<file path="src/rtl/pp_pkg.sv">
package pp_pkg;
   typedef enum logic [1:0] {
      PH_IDLE    = 2'd0,
      PH_SETTLE  = 2'd1,
      PH_UNBLANK = 2'd2
   } phase_e;

   function automatic int unsigned us_to_cyc(input int unsigned hz, input int unsigned us);
      return (hz / 1000) * us / 1000;
   endfunction
endpackage

</file>
<file path="src/rtl/pp_strobe_gen.sv">
module pp_strobe_gen (
   input  logic clk_i,
   input  logic rst_ni,
   input  logic clr_i,
   input  logic ld_i,
   input  logic busy_i,
   output logic ld_acc_o,
   output logic clr_h_o,
   output logic clr_v_o,
   output logic ld_o
);
   assign ld_acc_o = ld_i & ~busy_i;

   always_ff @(posedge clk_i or negedge rst_ni) begin
      if (!rst_ni) begin
         clr_h_o <= 1'b0;
         clr_v_o <= 1'b0;
         ld_o    <= 1'b0;
      end else begin
         clr_h_o <= clr_i;
         clr_v_o <= clr_i;
         ld_o    <= ld_acc_o;
      end
   end

   AST_LOAD_WHILE_BUSY_IGNORED: assert property (@(posedge clk_i) disable iff (!rst_ni)
      (ld_i && busy_i) |=> !ld_o);
   AST_CLEAR_STROBE_PAIR: assert property (@(posedge clk_i) disable iff (!rst_ni)
      clr_i |=> (clr_h_o && clr_v_o));
endmodule

</file>
<file path="src/rtl/pp_coord_buf.sv">
module pp_coord_buf #(
   parameter int HW        = 12,
   parameter int VW        = 12,
   parameter int IW        = 3,
   parameter int HCLR_VLSB = 2
) (
   input  logic          clk_i,
   input  logic          rst_ni,
   input  logic          clr_h_req_i,
   input  logic          clr_v_req_i,
   input  logic          ld_acc_i,
   input  logic [HW-1:0] hword_i,
   input  logic [VW-1:0] vword_i,
   input  logic [IW-1:0] ilevel_i,
   output logic [HW-1:0] hbuf_o,
   output logic [VW-1:0] vbuf_o,
   output logic [IW-1:0] ilevel_o
);
   localparam logic [IW-1:0] IFLIP = IW'(1) << (IW - 1);

   if (HCLR_VLSB < 0 || HCLR_VLSB > VW) begin : g_bad_split
      $error("HCLR_VLSB must lie within the vertical word");
   end
   if (IW < 1) begin : g_bad_iw
      $error("IW must be at least 1");
   end

   logic [VW-1:0] vclr;
   logic [VW-1:0] vbuf_q;
   logic [HW-1:0] hbuf_q;
   logic [IW-1:0] ibuf_q;

   for (genvar g = 0; g < VW; g++) begin : g_vclr
      if (g < HCLR_VLSB) begin : g_hgrp
         assign vclr[g] = clr_h_req_i;
      end else begin : g_vgrp
         assign vclr[g] = clr_v_req_i;
      end
   end

   always_ff @(posedge clk_i or negedge rst_ni) begin
      if (!rst_ni) begin
         hbuf_q <= '0;
         vbuf_q <= '0;
         ibuf_q <= '0;
      end else if (ld_acc_i) begin
         hbuf_q <= hword_i;
         vbuf_q <= vword_i;
         ibuf_q <= ilevel_i ^ IFLIP;
      end else begin
         if (clr_h_req_i) hbuf_q <= '0;
         vbuf_q <= vbuf_q & ~vclr;
         if (clr_v_req_i) ibuf_q <= '0;
      end
   end

   assign hbuf_o   = hbuf_q;
   assign vbuf_o   = vbuf_q;
   assign ilevel_o = ibuf_q ^ IFLIP;

   AST_HGROUP_CLEARED: assert property (@(posedge clk_i) disable iff (!rst_ni)
      (clr_h_req_i && !ld_acc_i) |=> (hbuf_o == '0 && vbuf_o[HCLR_VLSB-1:0] == '0));
   AST_VGROUP_CLEARED: assert property (@(posedge clk_i) disable iff (!rst_ni)
      (clr_v_req_i && !ld_acc_i) |=> (vbuf_o[VW-1:HCLR_VLSB] == '0 && ilevel_o == IFLIP));
   AST_LOAD_CAPTURED: assert property (@(posedge clk_i) disable iff (!rst_ni)
      ld_acc_i |=> (hbuf_o == $past(hword_i) && ilevel_o == $past(ilevel_i)));
endmodule

</file>
<file path="src/rtl/pp_phase_timer.sv">
module pp_phase_timer
   import pp_pkg::*;
#(
   parameter int SETTLE_CYC  = 35,
   parameter int UNBLANK_CYC = 10
) (
   input  logic clk_i,
   input  logic rst_ni,
   input  logic start_i,
   output logic settle_o,
   output logic unblank_o,
   output logic done_o,
   output logic busy_o
);
   localparam int MAXC = (SETTLE_CYC > UNBLANK_CYC) ? SETTLE_CYC : UNBLANK_CYC;
   localparam int CW   = (MAXC > 1) ? $clog2(MAXC) : 1;
   localparam logic [CW-1:0] S_LAST = CW'(SETTLE_CYC - 1);
   localparam logic [CW-1:0] U_LAST = CW'(UNBLANK_CYC - 1);

   if (SETTLE_CYC < 1 || UNBLANK_CYC < 1) begin : g_bad_len
      $error("window lengths must be at least one cycle");
   end

   phase_e        ph_q;
   logic [CW-1:0] cnt_q;
   logic          done_q;

   always_ff @(posedge clk_i or negedge rst_ni) begin
      if (!rst_ni) begin
         ph_q   <= PH_IDLE;
         cnt_q  <= '0;
         done_q <= 1'b0;
      end else begin
         done_q <= 1'b0;
         unique case (ph_q)
            PH_IDLE: begin
               if (start_i) begin
                  ph_q  <= PH_SETTLE;
                  cnt_q <= '0;
               end
            end
            PH_SETTLE: begin
               if (cnt_q == S_LAST) begin
                  ph_q  <= PH_UNBLANK;
                  cnt_q <= '0;
               end else begin
                  cnt_q <= cnt_q + 1'b1;
               end
            end
            PH_UNBLANK: begin
               if (cnt_q == U_LAST) begin
                  ph_q   <= PH_IDLE;
                  cnt_q  <= '0;
                  done_q <= 1'b1;
               end else begin
                  cnt_q <= cnt_q + 1'b1;
               end
            end
            default: begin
               ph_q  <= PH_IDLE;
               cnt_q <= '0;
            end
         endcase
      end
   end

   assign settle_o  = (ph_q == PH_SETTLE);
   assign unblank_o = (ph_q == PH_UNBLANK);
   assign busy_o    = (ph_q != PH_IDLE);
   assign done_o    = done_q;

   AST_NO_OVERFLOW: assert property (@(posedge clk_i) disable iff (!rst_ni)
      (settle_o |-> cnt_q <= S_LAST) and (unblank_o |-> cnt_q <= U_LAST));
   AST_UNBLANK_FOLLOWS_SETTLE: assert property (@(posedge clk_i) disable iff (!rst_ni)
      $rose(unblank_o) |-> $past(settle_o));
   AST_DONE_FOLLOWS_UNBLANK: assert property (@(posedge clk_i) disable iff (!rst_ni)
      done_o |-> ($past(unblank_o) && !busy_o));
   AST_DONE_SINGLE: assert property (@(posedge clk_i) disable iff (!rst_ni)
      done_o |=> !done_o);
endmodule

</file>
<file path="src/rtl/pp_cycle_seq.sv">
module pp_cycle_seq #(
   parameter int CLK_HZ      = 50_000_000,
   parameter int SETTLE_US   = 35,
   parameter int UNBLANK_US  = 10,
   parameter int SETTLE_CYC  = int'(pp_pkg::us_to_cyc(CLK_HZ, SETTLE_US)),
   parameter int UNBLANK_CYC = int'(pp_pkg::us_to_cyc(CLK_HZ, UNBLANK_US)),
   parameter int HW          = 12,
   parameter int VW          = 12,
   parameter int IW          = 3,
   parameter int HCLR_VLSB   = 2
) (
   input  logic          clk_i,
   input  logic          rst_ni,
   input  logic          clr_i,
   input  logic          ld_i,
   input  logic [HW-1:0] hword_i,
   input  logic [VW-1:0] vword_i,
   input  logic [IW-1:0] ilevel_i,
   output logic          clr_h_o,
   output logic          clr_v_o,
   output logic          ld_o,
   output logic          settle_o,
   output logic          unblank_o,
   output logic          done_o,
   output logic          busy_o,
   output logic [HW-1:0] hbuf_o,
   output logic [VW-1:0] vbuf_o,
   output logic [IW-1:0] ilevel_o
);
   logic ld_acc;
   logic busy;

   pp_strobe_gen u_strobe (
      .clk_i    (clk_i),
      .rst_ni   (rst_ni),
      .clr_i    (clr_i),
      .ld_i     (ld_i),
      .busy_i   (busy),
      .ld_acc_o (ld_acc),
      .clr_h_o  (clr_h_o),
      .clr_v_o  (clr_v_o),
      .ld_o     (ld_o)
   );

   pp_coord_buf #(
      .HW(HW), .VW(VW), .IW(IW), .HCLR_VLSB(HCLR_VLSB)
   ) u_buf (
      .clk_i       (clk_i),
      .rst_ni      (rst_ni),
      .clr_h_req_i (clr_i),
      .clr_v_req_i (clr_i),
      .ld_acc_i    (ld_acc),
      .hword_i     (hword_i),
      .vword_i     (vword_i),
      .ilevel_i    (ilevel_i),
      .hbuf_o      (hbuf_o),
      .vbuf_o      (vbuf_o),
      .ilevel_o    (ilevel_o)
   );

   pp_phase_timer #(
      .SETTLE_CYC(SETTLE_CYC), .UNBLANK_CYC(UNBLANK_CYC)
   ) u_timer (
      .clk_i     (clk_i),
      .rst_ni    (rst_ni),
      .start_i   (ld_acc),
      .settle_o  (settle_o),
      .unblank_o (unblank_o),
      .done_o    (done_o),
      .busy_o    (busy)
   );

   assign busy_o = busy;

   AST_LOAD_STARTS_SETTLE: assert property (@(posedge clk_i) disable iff (!rst_ni)
      ld_o |-> (settle_o && !unblank_o));
   AST_WINDOWS_EXCLUSIVE: assert property (@(posedge clk_i) disable iff (!rst_ni)
      !(settle_o && unblank_o));
endmodule

</file>
<file path="config.mk">
export PLATFORM = sky130hd
export DESIGN_NAME = pp_cycle_seq
export DESIGN_NICKNAME = d
export VERILOG_FILES = /design/src/rtl/pp_pkg.sv /design/src/rtl/pp_strobe_gen.sv /design/src/rtl/pp_coord_buf.sv /design/src/rtl/pp_phase_timer.sv /design/src/rtl/pp_cycle_seq.sv
export SDC_FILE = /design/constraint.sdc
export NUM_CORES = 1
export LEC_CHECK = 0
export BUFFER_PORTS_ARGS = -buffer_cell sky130_fd_sc_hd__clkbuf_2
export CAP_MARGIN = 20
export CORE_UTILIZATION = 43
export DETAILED_ROUTE_END_ITERATION = 12
export PLACE_DENSITY = 0.76
export SLEW_MARGIN = 5
export SYNTH_ARGS = -nofsm -noshare
export SYNTH_HDL_FRONTEND = slang
export SYNTH_SLANG_ARGS = --single-unit
</file>
<file path="constraint.sdc">
create_clock -name clk_i -period 2.6 [get_ports clk_i]
set_input_delay 0.13 -clock clk_i [delete_from_list [all_inputs] [get_ports clk_i]]
set_output_delay 0.13 -clock clk_i [all_outputs]
set_load 0.05 [all_outputs]
</file>
==> flow_metrics.tcl <==
set metrics [dict create \
    yosysSeqAreaShare_pct 53.7 \
    worstSetupEndpointType "register" \
    start_util_pct 45.4 \
    synth_area_um2 2000 \
    grt_pass1_wl_um 6240 \
    final_common_cell "clkbuf_2" \
    slew_violations 0 \
    min-delay-start "vword_i[0]" \
    multiInputGateArea_um2 845 \
    syn-num-nets 243 \
    cts_tree "yes" \
    powerDensity_nw_per_um2 734 \
    fin_setup_tns_ns 0 \
    crit_family "compound AO/OA/AOI/OAI gates" \
    timing.setup.critical_path_class "reg2reg" \
    critPathRequiredTime_ns 2.74 \
    die_height_um 70.3 \
    ys_ff_latch 43 \
    yosysTopAreaCell "dfrtp_1" \
    drtIter0Drc 117 \
    ant_nets 0 \
    fp.dieW_um 70.3 \
    die_area_um2 4940 \
    cts_max_path_buffers 2 \
    clk_pin_slew_ns 0.08 \
    yosysUniqueCellTypes 29 \
    diodes 0 \
    holdPathEnd "u_buf.vbuf_o[0]" \
    leakagePower_nw 1.22 \
    setup_viol 0 \
    finClkSkew_ns 0.00585 \
    min_period_ns 2.10 \
    gp_congestion 0.805 \
    maxCapViolCount 0 \
    crit_chain "or3_1 -> o41a_1 -> a211oi_2 -> nor3_1" \
    cts.sinks 43 \
    gr-usage-all-layers_pct 16.1 \
    num-nets-final 306 \
    yosys.area.top_type_share_pct 53.7 \
    worst_slew_margin_rel_pct 56.9 \
    timing.final.crit_share_pct 80.9 \
    synthToLayoutAreaGrowth_pct 25.1 \
    drt-wirelength-per-cell_um 11.9 \
    synthTopCellsByArea "dfrtp_1 54%, nand2b_1 9.4%, o21ai_0 8.2%, nand2_1 5.8%, ha_1 3.7%" \
    rsz0062_at_grt "false" \
    drc 0 \
    worstRegToRegCells 4 \
    hold_class "in2reg" \
    syn_inst 206 \
    fill_cells 376 \
    route.vias.total 1604 \
    cts_inserted_buffers 5 \
    cp_num_buf_inv 0 \
    cts_max_level 2 \
    drt_pass1_iterations 4 \
    cts-root-buf "clkbuf_8" \
    crit_fanout 9 \
    syn_avg_cell_area_um2 9.72 \
    antenna_found_initial 0 \
    post_dp_cell_area_um2 2340 \
    drive_above_1_share_pct 28.9 \
    grt-ovfl-total 0 \
    io_buffer_count 64 \
    r2r_end "u_timer.cnt_q[2]" \
    critPathMaxStageDelay_ns 0.60 \
    r2r_slack_ns 0.50 \
    finalWirelength_um 3830 \
    hold_viol 0 \
    hold_path_depth 3 \
    final_cell_area_um2 2510 \
    insertion_delay_ns 0.29 \
    coreArea_um2 4410 \
    routed_via_density 4.98 \
    cp_slowest_cell "a211oi_2" \
    vdd_drop_max_mv 0.415 \
    grt_pass1_vias 1385 \
    run_status "finished, final reports clean" \
    pin_count 65 \
    place_hpwl_um 2670 \
    placementRows 24 \
    setup.worst_path.start_class "register" \
    grt_start_max_net_pins 56 \
    tightest_slew_ns 0.645 \
    fmax_ghz 0.475 \
    yosysWarnings 0 \
    cts_resized 0 \
    post_cts_buffers 0 \
    r2r_start "u_timer.cnt_q[3]" \
    final_cell_mix "64 x clkbuf_2, 43 x dfrtp_1, 33 x o21ai_0" \
    regArea_um2 1080 \
    arrival_ns 2.25 \
]
==> sequential cells by signal (all words and copies together), names as in the netlist <==
| name | count |
|---|---|
| u_buf.hbuf_o | 12 |
| u_buf.vbuf_o | 12 |
| u_timer.cnt_q | 11 |
| u_buf.ibuf_q | 3 |
| u_timer.ph_q | 2 |
| u_strobe.clr_v_o | 1 |
| u_strobe.ld_o | 1 |
| u_timer.done_o | 1 |
==> timing repair <==
action                                 4_1_cts  5_1_grt
setup endpoints to repair                    0        0
endpoints found under the hold margin        0       43
hold buffers                                 0        1
==> power breakdown <==
| part | internal, mW | leakage [nW] | switching [mW] |
|---|---|---|---|
| Sequential | 0.748 | 0.580 | 0.0807 |
| Combinational | 0.147 | 0.577 | 0.263 |
| Clock | 0.384 | 0.0654 | 0.217 |
| Total | 1.28 | 1.22 | 0.561 |
==> worst max-delay path by stage <==
| stage | startpoint | end | slack (ns) | cells past startpoint |
|---|---|---|---|---|
| finish | u_timer.cnt_q[3] | u_timer.cnt_q[2] | 0.50 | 4 |
| global placement | u_timer.cnt_q[3] | u_timer.cnt_q[2] | 0.57 | 4 |
| global route | u_timer.cnt_q[3] | u_timer.cnt_q[2] | 0.38 | 4 |
| floorplan | u_timer.ph_q[0] | u_timer.ph_q[0] | 0.63 | 6 |
| CTS | u_timer.cnt_q[3] | u_timer.cnt_q[2] | 0.48 | 4 |
| detailed placement | u_timer.cnt_q[3] | u_timer.cnt_q[2] | 0.53 | 4 |
==> kinds of logic (layout without fill, tap and decap cells) <==
kind of cell	count (synthesis)	after routing	share of synthesized area (%)
AND/OR/NAND/NOR	88	88	23.5
multiplexers	2	2	1.25
flip-flops	43	43	53.7
adder cells (fa/ha/maj)	6	6	3.75
XOR/XNOR	2	2	0.875
AO/OA/AOI/OAI	46	46	12.8
buffers and inverters	19	83	4.12
==> synth_stat cells <==
cell      count
ha_1          6
a21oi_1       5
and4bb_2      1
clkbuf_1      8
o21ai_0      33
mux2i_1       1
dfrtp_1      43
o31ai_1       4
mux2_4        1
and2_1        2
xor2_1        2
and3_1        1
nand2b_1     30
or3_1         4
or4_1         2
inv_1         8
nor3_1        2
a31oi_1       2
nand2_1      31
and4b_1       1
or2_2         1
nand4_1       2
o41a_1        1
nor4_1        1
nor2_1        5
buf_4         3
a211oi_2      1
nand3_1       4
or3_4         1
==> through the flow <==
| stage | total power, mW | utilization [%] | worst slack, ns | hold slack, ns | std cells |
|---|---|---|---|---|---|
| after floorplan | 1.13 | - | 0.629 | -0.166 | 206 |
| after global placement | 1.23 | 53.1 | 0.574 | 0.333 | 312 |
| after detailed placement | 1.25 | 53.1 | 0.529 | 0.339 | 312 |
| after CTS | 1.85 | 56.1 | 0.483 | 0.0318 | 320 |
| after global routing | 1.94 | 56.8 | 0.382 | 0.0482 | 322 |
| final | 1.84 | 56.8 | 0.497 | 0.0368 | 322 |
==> per-layer routing <==
metal | global-route usage (%) | wire (um) | share of wire [%] | vias to the layer above
met3 | 3.46 | 201 | 5.2 | 5
met2 | 25.8 | 1770 | 46 | 53
met4 | 6.67 | 50 | 1.3 | 0
li1 | - | - | - | 816
met5 | 0 | 0 | 0 | -
met1 | 21.0 | 1810 | 47 | 730
==> worst register-to-register path, cell delays in order, from the launching register on <==
cell and delay [ns]:
dfrtp_1 0.44, or3_1 0.41, o41a_1 0.37, a211oi_2 0.61, nor3_1 0.14
==> area by class of cell <==
class	instances	share of cell area [%]
Tap cell	52	2.60
Clock buffer	6	2.90
Clock inverter	2	2.40
Multi-Input combinational cell	144	33.7
Inverter	8	1.20
Timing Repair Buffer	67	14.3
Sequential cell	43	42.9
Note: power is estimated with default switching activity, not from simulation.
